<file path="config.mk">
export PLATFORM = sky130hd
export DESIGN_NAME = rx_frame_filter
export DESIGN_NICKNAME = d
export VERILOG_FILES = /design/src/rtl/rxf_pkg.sv /design/src/rtl/rxf_cfg_regs.sv /design/src/rtl/rxf_hdr_track.sv /design/src/rtl/rxf_len_check.sv /design/src/rtl/rx_frame_filter.sv
export SDC_FILE = /design/constraint.sdc
export NUM_CORES = 1
export LEC_CHECK = 0
export BUFFER_PORTS_ARGS = -buffer_cell sky130_fd_sc_hd__buf_4
export CAP_MARGIN = 20
export CORE_ASPECT_RATIO = 0.9
export CORE_MARGIN = 5
export CORE_UTILIZATION = 34
export CTS_CLUSTER_DIAMETER = 150
export DETAILED_ROUTE_END_ITERATION = 6
export GPL_TIMING_DRIVEN = 0
export MAX_ROUTING_LAYER = met4
export SYNTH_ARGS = -nofsm -noshare
export SYNTH_HDL_FRONTEND = slang
export SYNTH_HIERARCHICAL = 1
export SYNTH_SLANG_ARGS = --single-unit
</file>
<file path="constraint.sdc">
create_clock -name clk_i -period 13 [get_ports clk_i]
set_clock_uncertainty 0.2 [all_clocks]
set_input_delay 2.6 -clock clk_i [delete_from_list [all_inputs] [get_ports clk_i]]
set_output_delay 2.6 -clock clk_i [all_outputs]
set_load 0.01 [all_outputs]
</file>
<file path="src/rtl/rxf_pkg.sv">
package rxf_pkg;
  localparam int unsigned DST_BYTES = 6;
  localparam int unsigned DST_W     = 8 * DST_BYTES;
  localparam int unsigned HASH_W    = 6;
  localparam logic [31:0] CRC_POLY  = 32'hEDB8_8320;

  // control word bit positions
  localparam int unsigned C_RXDMA  = 1;
  localparam int unsigned C_RXMAC  = 3;
  localparam int unsigned C_RUNT   = 12;
  localparam int unsigned C_JUMBO  = 13;
  localparam int unsigned C_ALL    = 14;
  localparam int unsigned C_HASH   = 15;
  localparam int unsigned C_MALL   = 16;
  localparam int unsigned C_BCAST  = 17;

  typedef enum logic [1:0] {
    SEL_ADDR_HI = 2'd0,
    SEL_ADDR_LO = 2'd1,
    SEL_HASH_0  = 2'd2,
    SEL_HASH_1  = 2'd3
  } cfg_sel_e;

  function automatic logic [31:0] crc_step(input logic [31:0] c_in, input logic [7:0] d);
    logic [31:0] c;
    c = c_in;
    for (int i = 0; i < 8; i++) begin
      if (c[0] ^ d[i]) c = (c >> 1) ^ CRC_POLY;
      else             c = c >> 1;
    end
    return c;
  endfunction
endpackage

</file>
<file path="src/rtl/rxf_cfg_regs.sv">
module rxf_cfg_regs
  import rxf_pkg::*;
(
  input  logic              clk_i,
  input  logic              rst_ni,
  input  logic              we_i,
  input  logic [1:0]        sel_i,
  input  logic [31:0]       wdata_i,
  output logic [DST_W-1:0]  station_o,
  output logic [63:0]       hash_o
);
  logic [15:0] addr_hi_q;
  logic [31:0] addr_lo_q, hash0_q, hash1_q;
  logic [15:0] unused_hi;

  assign unused_hi = wdata_i[31:16];

  always_ff @(posedge clk_i or negedge rst_ni) begin
    if (!rst_ni) begin
      addr_hi_q <= '0;
      addr_lo_q <= '0;
      hash0_q   <= '0;
      hash1_q   <= '0;
    end else if (we_i) begin
      case (cfg_sel_e'(sel_i))
        SEL_ADDR_HI: addr_hi_q <= wdata_i[15:0];
        SEL_ADDR_LO: addr_lo_q <= wdata_i;
        SEL_HASH_0:  hash0_q   <= wdata_i;
        SEL_HASH_1:  hash1_q   <= wdata_i;
        default: ;
      endcase
    end
  end

  assign station_o = {addr_hi_q, addr_lo_q};
  assign hash_o    = {hash1_q, hash0_q};
endmodule

</file>
<file path="src/rtl/rxf_hdr_track.sv">
module rxf_hdr_track
  import rxf_pkg::*;
(
  input  logic              clk_i,
  input  logic              rst_ni,
  input  logic              valid_i,
  input  logic [7:0]        data_i,
  input  logic              first_i,
  input  logic              in_hdr_i,
  output logic [DST_W-1:0]  dst_o,
  output logic [HASH_W-1:0] hash_idx_o
);
  logic [DST_W-9:0] dst_q;
  logic [31:0]      crc_q, crc_next;

  assign dst_o      = {dst_q, data_i};
  assign crc_next   = crc_step(first_i ? 32'hFFFF_FFFF : crc_q, data_i);
  assign hash_idx_o = crc_next[31:32-HASH_W];

  always_ff @(posedge clk_i or negedge rst_ni) begin
    if (!rst_ni) begin
      dst_q <= '0;
      crc_q <= '1;
    end else if (valid_i && in_hdr_i) begin
      dst_q <= dst_o[DST_W-9:0];
      crc_q <= crc_next;
    end
  end
endmodule

</file>
<file path="src/rtl/rxf_len_check.sv">
module rxf_len_check #(
  parameter int unsigned LEN_W     = 14,
  parameter int unsigned STD_MAX   = 1518,
  parameter int unsigned JUMBO_MAX = 9216,
  parameter int unsigned CRC_BYTES = 4,
  parameter int unsigned MIN_ANY   = 10,
  parameter int unsigned MIN_STD   = 64
) (
  input  logic [LEN_W:0]   n_i,
  input  logic             jumbo_i,
  input  logic             runt_i,
  output logic             len_ok_o,
  output logic             too_long_o,
  output logic [LEN_W-1:0] len_o
);
  localparam int unsigned TW        = LEN_W + 2;
  localparam int unsigned STD_LIM   = STD_MAX + CRC_BYTES;
  localparam int unsigned JUMBO_LIM = JUMBO_MAX + CRC_BYTES;

  logic [TW-1:0] total, lim;

  assign total      = TW'(n_i) + TW'(CRC_BYTES);
  assign lim        = jumbo_i ? TW'(JUMBO_LIM) : TW'(STD_LIM);
  assign too_long_o = total > lim;
  assign len_o      = too_long_o ? lim[LEN_W-1:0] : total[LEN_W-1:0];
  assign len_ok_o   = (n_i >= (LEN_W+1)'(MIN_ANY)) &&
                      (runt_i || n_i >= (LEN_W+1)'(MIN_STD));
endmodule

</file>
<file path="src/rtl/rx_frame_filter.sv">
module rx_frame_filter
  import rxf_pkg::*;
#(
  parameter int unsigned LEN_W = 14
) (
  input  logic             clk_i,
  input  logic             rst_ni,
  input  logic [31:0]      ctrl_i,
  input  logic             cfg_we_i,
  input  logic [1:0]       cfg_sel_i,
  input  logic [31:0]      cfg_wdata_i,
  input  logic             rx_valid_i,
  input  logic [7:0]       rx_data_i,
  input  logic             rx_last_i,
  output logic             dst_valid_o,
  output logic             dst_pass_o,
  output logic             done_o,
  output logic             accept_o,
  output logic             bcast_o,
  output logic             mcast_o,
  output logic             too_long_o,
  output logic [LEN_W-1:0] len_o
);
  localparam logic [LEN_W-1:0] CNT_MAX = '1;

  logic [DST_W-1:0]  station, dst;
  logic [63:0]       hash_tbl;
  logic [HASH_W-1:0] hash_idx;
  logic [LEN_W-1:0]  cnt_q;
  logic [LEN_W:0]    n_cur;
  logic              hdr_end, is_bcast, is_mcast, addr_pass;
  logic              pass_q, bcast_q, mcast_q;
  logic              len_ok, long_d, rx_en;
  logic [LEN_W-1:0]  len_d;
  logic              unused_ctrl;

  assign unused_ctrl = ^{ctrl_i[31:18], ctrl_i[11:4], ctrl_i[2], ctrl_i[0]};

  rxf_cfg_regs u_cfg (
    .clk_i, .rst_ni,
    .we_i(cfg_we_i), .sel_i(cfg_sel_i), .wdata_i(cfg_wdata_i),
    .station_o(station), .hash_o(hash_tbl)
  );

  rxf_hdr_track u_hdr (
    .clk_i, .rst_ni,
    .valid_i(rx_valid_i), .data_i(rx_data_i),
    .first_i(cnt_q == '0),
    .in_hdr_i(cnt_q < LEN_W'(DST_BYTES)),
    .dst_o(dst), .hash_idx_o(hash_idx)
  );

  assign n_cur = {1'b0, cnt_q} + 1'b1;

  rxf_len_check #(.LEN_W(LEN_W)) u_len (
    .n_i(n_cur), .jumbo_i(ctrl_i[C_JUMBO]), .runt_i(ctrl_i[C_RUNT]),
    .len_ok_o(len_ok), .too_long_o(long_d), .len_o(len_d)
  );

  assign hdr_end  = rx_valid_i && cnt_q == LEN_W'(DST_BYTES - 1);
  assign is_bcast = &dst;
  assign is_mcast = dst[DST_W-8] && !is_bcast;
  assign rx_en    = ctrl_i[C_RXDMA] && ctrl_i[C_RXMAC];

  // priority: everything, broadcast, multicast (all / hash), unicast
  always_comb begin
    if (ctrl_i[C_ALL])  addr_pass = 1'b1;
    else if (is_bcast)  addr_pass = ctrl_i[C_BCAST];
    else if (is_mcast)  addr_pass = ctrl_i[C_MALL] || (ctrl_i[C_HASH] && hash_tbl[hash_idx]);
    else                addr_pass = (dst == station);
  end

  always_ff @(posedge clk_i or negedge rst_ni) begin
    if (!rst_ni) begin
      cnt_q <= '0;
    end else if (rx_valid_i) begin
      if (rx_last_i)            cnt_q <= '0;
      else if (cnt_q != CNT_MAX) cnt_q <= cnt_q + 1'b1;
    end
  end

  always_ff @(posedge clk_i or negedge rst_ni) begin
    if (!rst_ni) begin
      pass_q  <= 1'b0;
      bcast_q <= 1'b0;
      mcast_q <= 1'b0;
    end else if (rx_valid_i && rx_last_i) begin
      pass_q  <= 1'b0;
      bcast_q <= 1'b0;
      mcast_q <= 1'b0;
    end else if (hdr_end) begin
      pass_q  <= addr_pass;
      bcast_q <= is_bcast;
      mcast_q <= is_mcast;
    end
  end

  logic acc_d;
  assign acc_d = rx_en && len_ok && pass_q;

  always_ff @(posedge clk_i or negedge rst_ni) begin
    if (!rst_ni) begin
      dst_valid_o <= 1'b0;
      dst_pass_o  <= 1'b0;
      done_o      <= 1'b0;
      accept_o    <= 1'b0;
      bcast_o     <= 1'b0;
      mcast_o     <= 1'b0;
      too_long_o  <= 1'b0;
      len_o       <= '0;
    end else begin
      dst_valid_o <= hdr_end;
      dst_pass_o  <= hdr_end && addr_pass;
      done_o      <= 1'b0;
      accept_o    <= 1'b0;
      bcast_o     <= 1'b0;
      mcast_o     <= 1'b0;
      too_long_o  <= 1'b0;
      len_o       <= '0;
      if (rx_valid_i && rx_last_i) begin
        done_o     <= 1'b1;
        accept_o   <= acc_d;
        bcast_o    <= acc_d && bcast_q;
        mcast_o    <= acc_d && mcast_q;
        too_long_o <= long_d;
        len_o      <= len_d;
      end
    end
  end
endmodule

</file>
==> results.py <==
metrics = {
    "route": {
        "drc_errors": 0,
        "ant_nets": 0,
        "wl_per_cell_um": 19.5,
        "drtIter0Drc": 575,
        "routed_wirelength_mm": 30.1,
        "vias": 7643,
        "avgViaCountPerCell": 4.94,
        "drtPass1Iterations": 5,
    },
    "yosys": {
        "synth-main-ff-cell": "dfrtp_1",
        "synth.yosys.seq_area_share_pct": 47.2,
        "synth-async-reset-ratio_pct": 100,
        "yosysTopAreaCellShare_pct": 40.1,
        "synthDistinctLibCells": 74,
        "synth_area_leaders": "dfrtp_1, mux2_2, dfstp_2",
        "yosys.area.top_type": "dfrtp_1",
        "synth.ff_latch_count": 222,
        "synthesis.area_mm2": 0.0119,
        "synth_fp_nets": 1057,
        "yosysWarnings": 6,
        "synth_edf_count": 0,
        "avgSynthCellArea_um2": 12.3,
        "synthCells": 966,
    },
    "flow_run": {
        "drv_cap": 0,
    },
    "clock_tree": {
        "numCtsBuffers": 26,
        "post-cts-setup-buffer-count": 0,
        "cts_sinks": 222,
        "cts_tree": "done",
        "clock_path_buffers": 3,
        "cts_htree_levels": 1,
        "clk_pin_slew_ns": 0.06,
        "cts_root_buffer": "clkbuf_16",
        "clock_latency_ns": 0.53,
        "holdBufCountCts": 0,
        "cts_resized": 0,
    },
    "cells_and_area": {
        "multiInputGateArea_mm2": 0.00579,
        "n_antenna_cell": 0,
        "synthToLayoutAreaGrowth_pct": 17.6,
        "finalNonFillerCells": 1548,
        "regArea_mm2": 0.00560,
        "fill_cells": 3281,
        "final_cell_mix": "dfrtp_1, mux2_2, buf_4",
        "drive_above_1_share_pct": 37.0,
        "final_common_cell": "dfrtp_1",
        "nNetsFinal": 1159,
    },
    "place": {
        "globalplace.congestion": 0.833,
        "place_ws_ns": 6.78,
        "hpwlAfterDp_mm": 22.3,
        "placed_cells": 1502,
        "io_buffers": 72,
    },
    "critical_path": {
        "cp_cell_sequence": "buf_4 -> xnor2_2 -> xnor2_4 -> xor2_2 -> inv_4 -> xnor2_2 -> buf_4 -> buf_6 -> buf_8 -> nor3b_1 -> a22oi_1 -> a31oi_1 -> a311oi_1 -> nand3_1 -> a221oi_1",
        "worstPathArrival_ns": 5.95,
        "slowest_stage": "a311oi_1",
        "end_kind": "flop",
        "crit_required_ns": 13.21,
        "critPathMaxFanout": 10,
        "max_stage_delay_ns": 0.57,
        "crit_type": "input pin to flop",
        "start_kind": "input pin",
    },
    "timing": {
        "hold_viol": 0,
        "fmax_ghz": 0.174,
        "drv_slew": 0,
        "tns_ns": 0,
        "setup_violations": 0,
        "rsz0062_at_grt": "no",
        "whs_ns": 0.266,
        "slew_headroom_pct": 43.1,
        "tightest_slew_ns": 0.846,
        "finalCritPeriodShare_pct": 44.1,
        "layout_min_cycle_time_ns": 5.74,
        "finalWorstSetupSlack_ns": 7.26,
    },
    "power": {
        "power.leakage_nw": 5.96,
        "power_density_mw_per_mm2": 229,
        "ir_drop_uv": 135,
    },
    "global_route": {
        "track_usage_pct": 16.1,
        "grt_max_degree": 103,
        "antenna_found_initial": 0,
        "grt_pass1_wl_mm": 47.9,
        "grt.overflow.total": 0,
        "grt_pass1_vias": 8064,
    },
    "floorplanning": {
        "dieWidth_um": 207,
        "pin_count": 100,
        "row_count": 64,
        "fp.dieH_um": 187,
        "coreArea_mm2": 0.0342,
        "dieArea_mm2": 0.0387,
        "start_util_pct": 34.7,
    },
    "worst_hold_path": {
        "hold_path_class": "flop to flop",
    },
    "run_status": {
        "status": "finished, final reports clean",
    },
}
area by class of cell:
| class | instances | area share (%) |
|---|---|---|
| plain buffers | 61 | 2.99 |
| repair buffers | 74 | 4.32 |
| inverters | 17 | 0.475 |
| flip-flops and latches | 222 | 40.1 |
| clock buffers | 35 | 5.41 |
| clock inverters | 11 | 1.06 |
| well taps | 462 | 4.14 |
| multi-input cells | 666 | 41.5 |
stage by stage:
stage / cell area, µm² / utilization [%] / total power [mW]
3_3_place_gp: 13000 / 38.0 / 2.44
4_1_cts: 13900 / 40.8 / 3.23
6_report: 13900 / 40.8 / 3.19
5_1_grt: 13900 / 40.8 / 3.38
2_1_floorplan: 11900 / - / 2.08
3_5_place_dp: 13000 / 38.2 / 2.45
routing by layer:
metal / up-vias / wire [µm] / GRT usage [%]
li1: 3600 / - / -
met1: 3873 / 14600 / 23.5
met5: - / 0 / -
met4: 0 / 369 / 2.87
met3: 30 / 1550 / 3.09
met2: 140 / 13600 / 23.8
cell usage after synthesis, drive strengths merged (9+ instances only):
| master | count |
|---|---|
| mux4 | 14 |
| nand3 | 18 |
| o21ai | 39 |
| mux2i | 10 |
| nand2 | 47 |
| clkbuf | 12 |
| nor3 | 9 |
| inv | 16 |
| nor2 | 56 |
| buf | 49 |
| nor4 | 21 |
| xnor2 | 95 |
| nand4 | 23 |
| dfstp | 32 |
| and3 | 18 |
| ha | 12 |
| xor2 | 75 |
| mux2 | 165 |
| dfrtp | 190 |
worst paths after layout:
check,start,end,slack (ns),cells past startpoint
max,rx_data_i[7],dst_pass_o,7.26,15
min,u_hdr/crc_q[19],u_hdr/crc_q[19],0.27,2
max reg2reg,cnt_q[0],len_o[8],8.13,16
min reg2reg,u_hdr/crc_q[19],u_hdr/crc_q[19],0.27,2
max in group asynchronous,rst_ni,u_hdr/crc_q[29],10.09,2
min in group asynchronous,rst_ni,len_o[13],1.73,1
sequential cells by signal, indices dropped and copies added (netlist names), 14 cells and up:
register,flops
len_o,14
u_cfg/addr_hi_q,16
u_cfg/hash1_q,32
u_cfg/addr_lo_q,32
u_hdr/dst_q,40
u_hdr/crc_q,32
cnt_q,14
u_cfg/hash0_q,32
cell families after synthesis:
logic type | count (synthesis) | synth area share (%)
flops | 222 | 47.2
simple gates | 214 | 9.84
mux | 189 | 19.4
xor+xnor | 171 | 13.6
compound gates | 80 | 4.66
buf+inv | 78 | 4.07
fa+ha+maj | 12 | 1.27
where the power goes:
group	internal, mW	switching (mW)
Clock	0.465	0.286
Sequential	0.880	0.126
Combinational	0.714	0.716
Total	2.06	1.13
worst max-delay path: cells and delay by family:
family,cells,cell delay (ns)
AO/OA/AOI/OAI,4,1.25
XOR/XNOR,4,1.06
AND/OR/NAND/NOR,2,0.32
buffers and inverters,5,0.67
(Power assumes the default switching activity.)
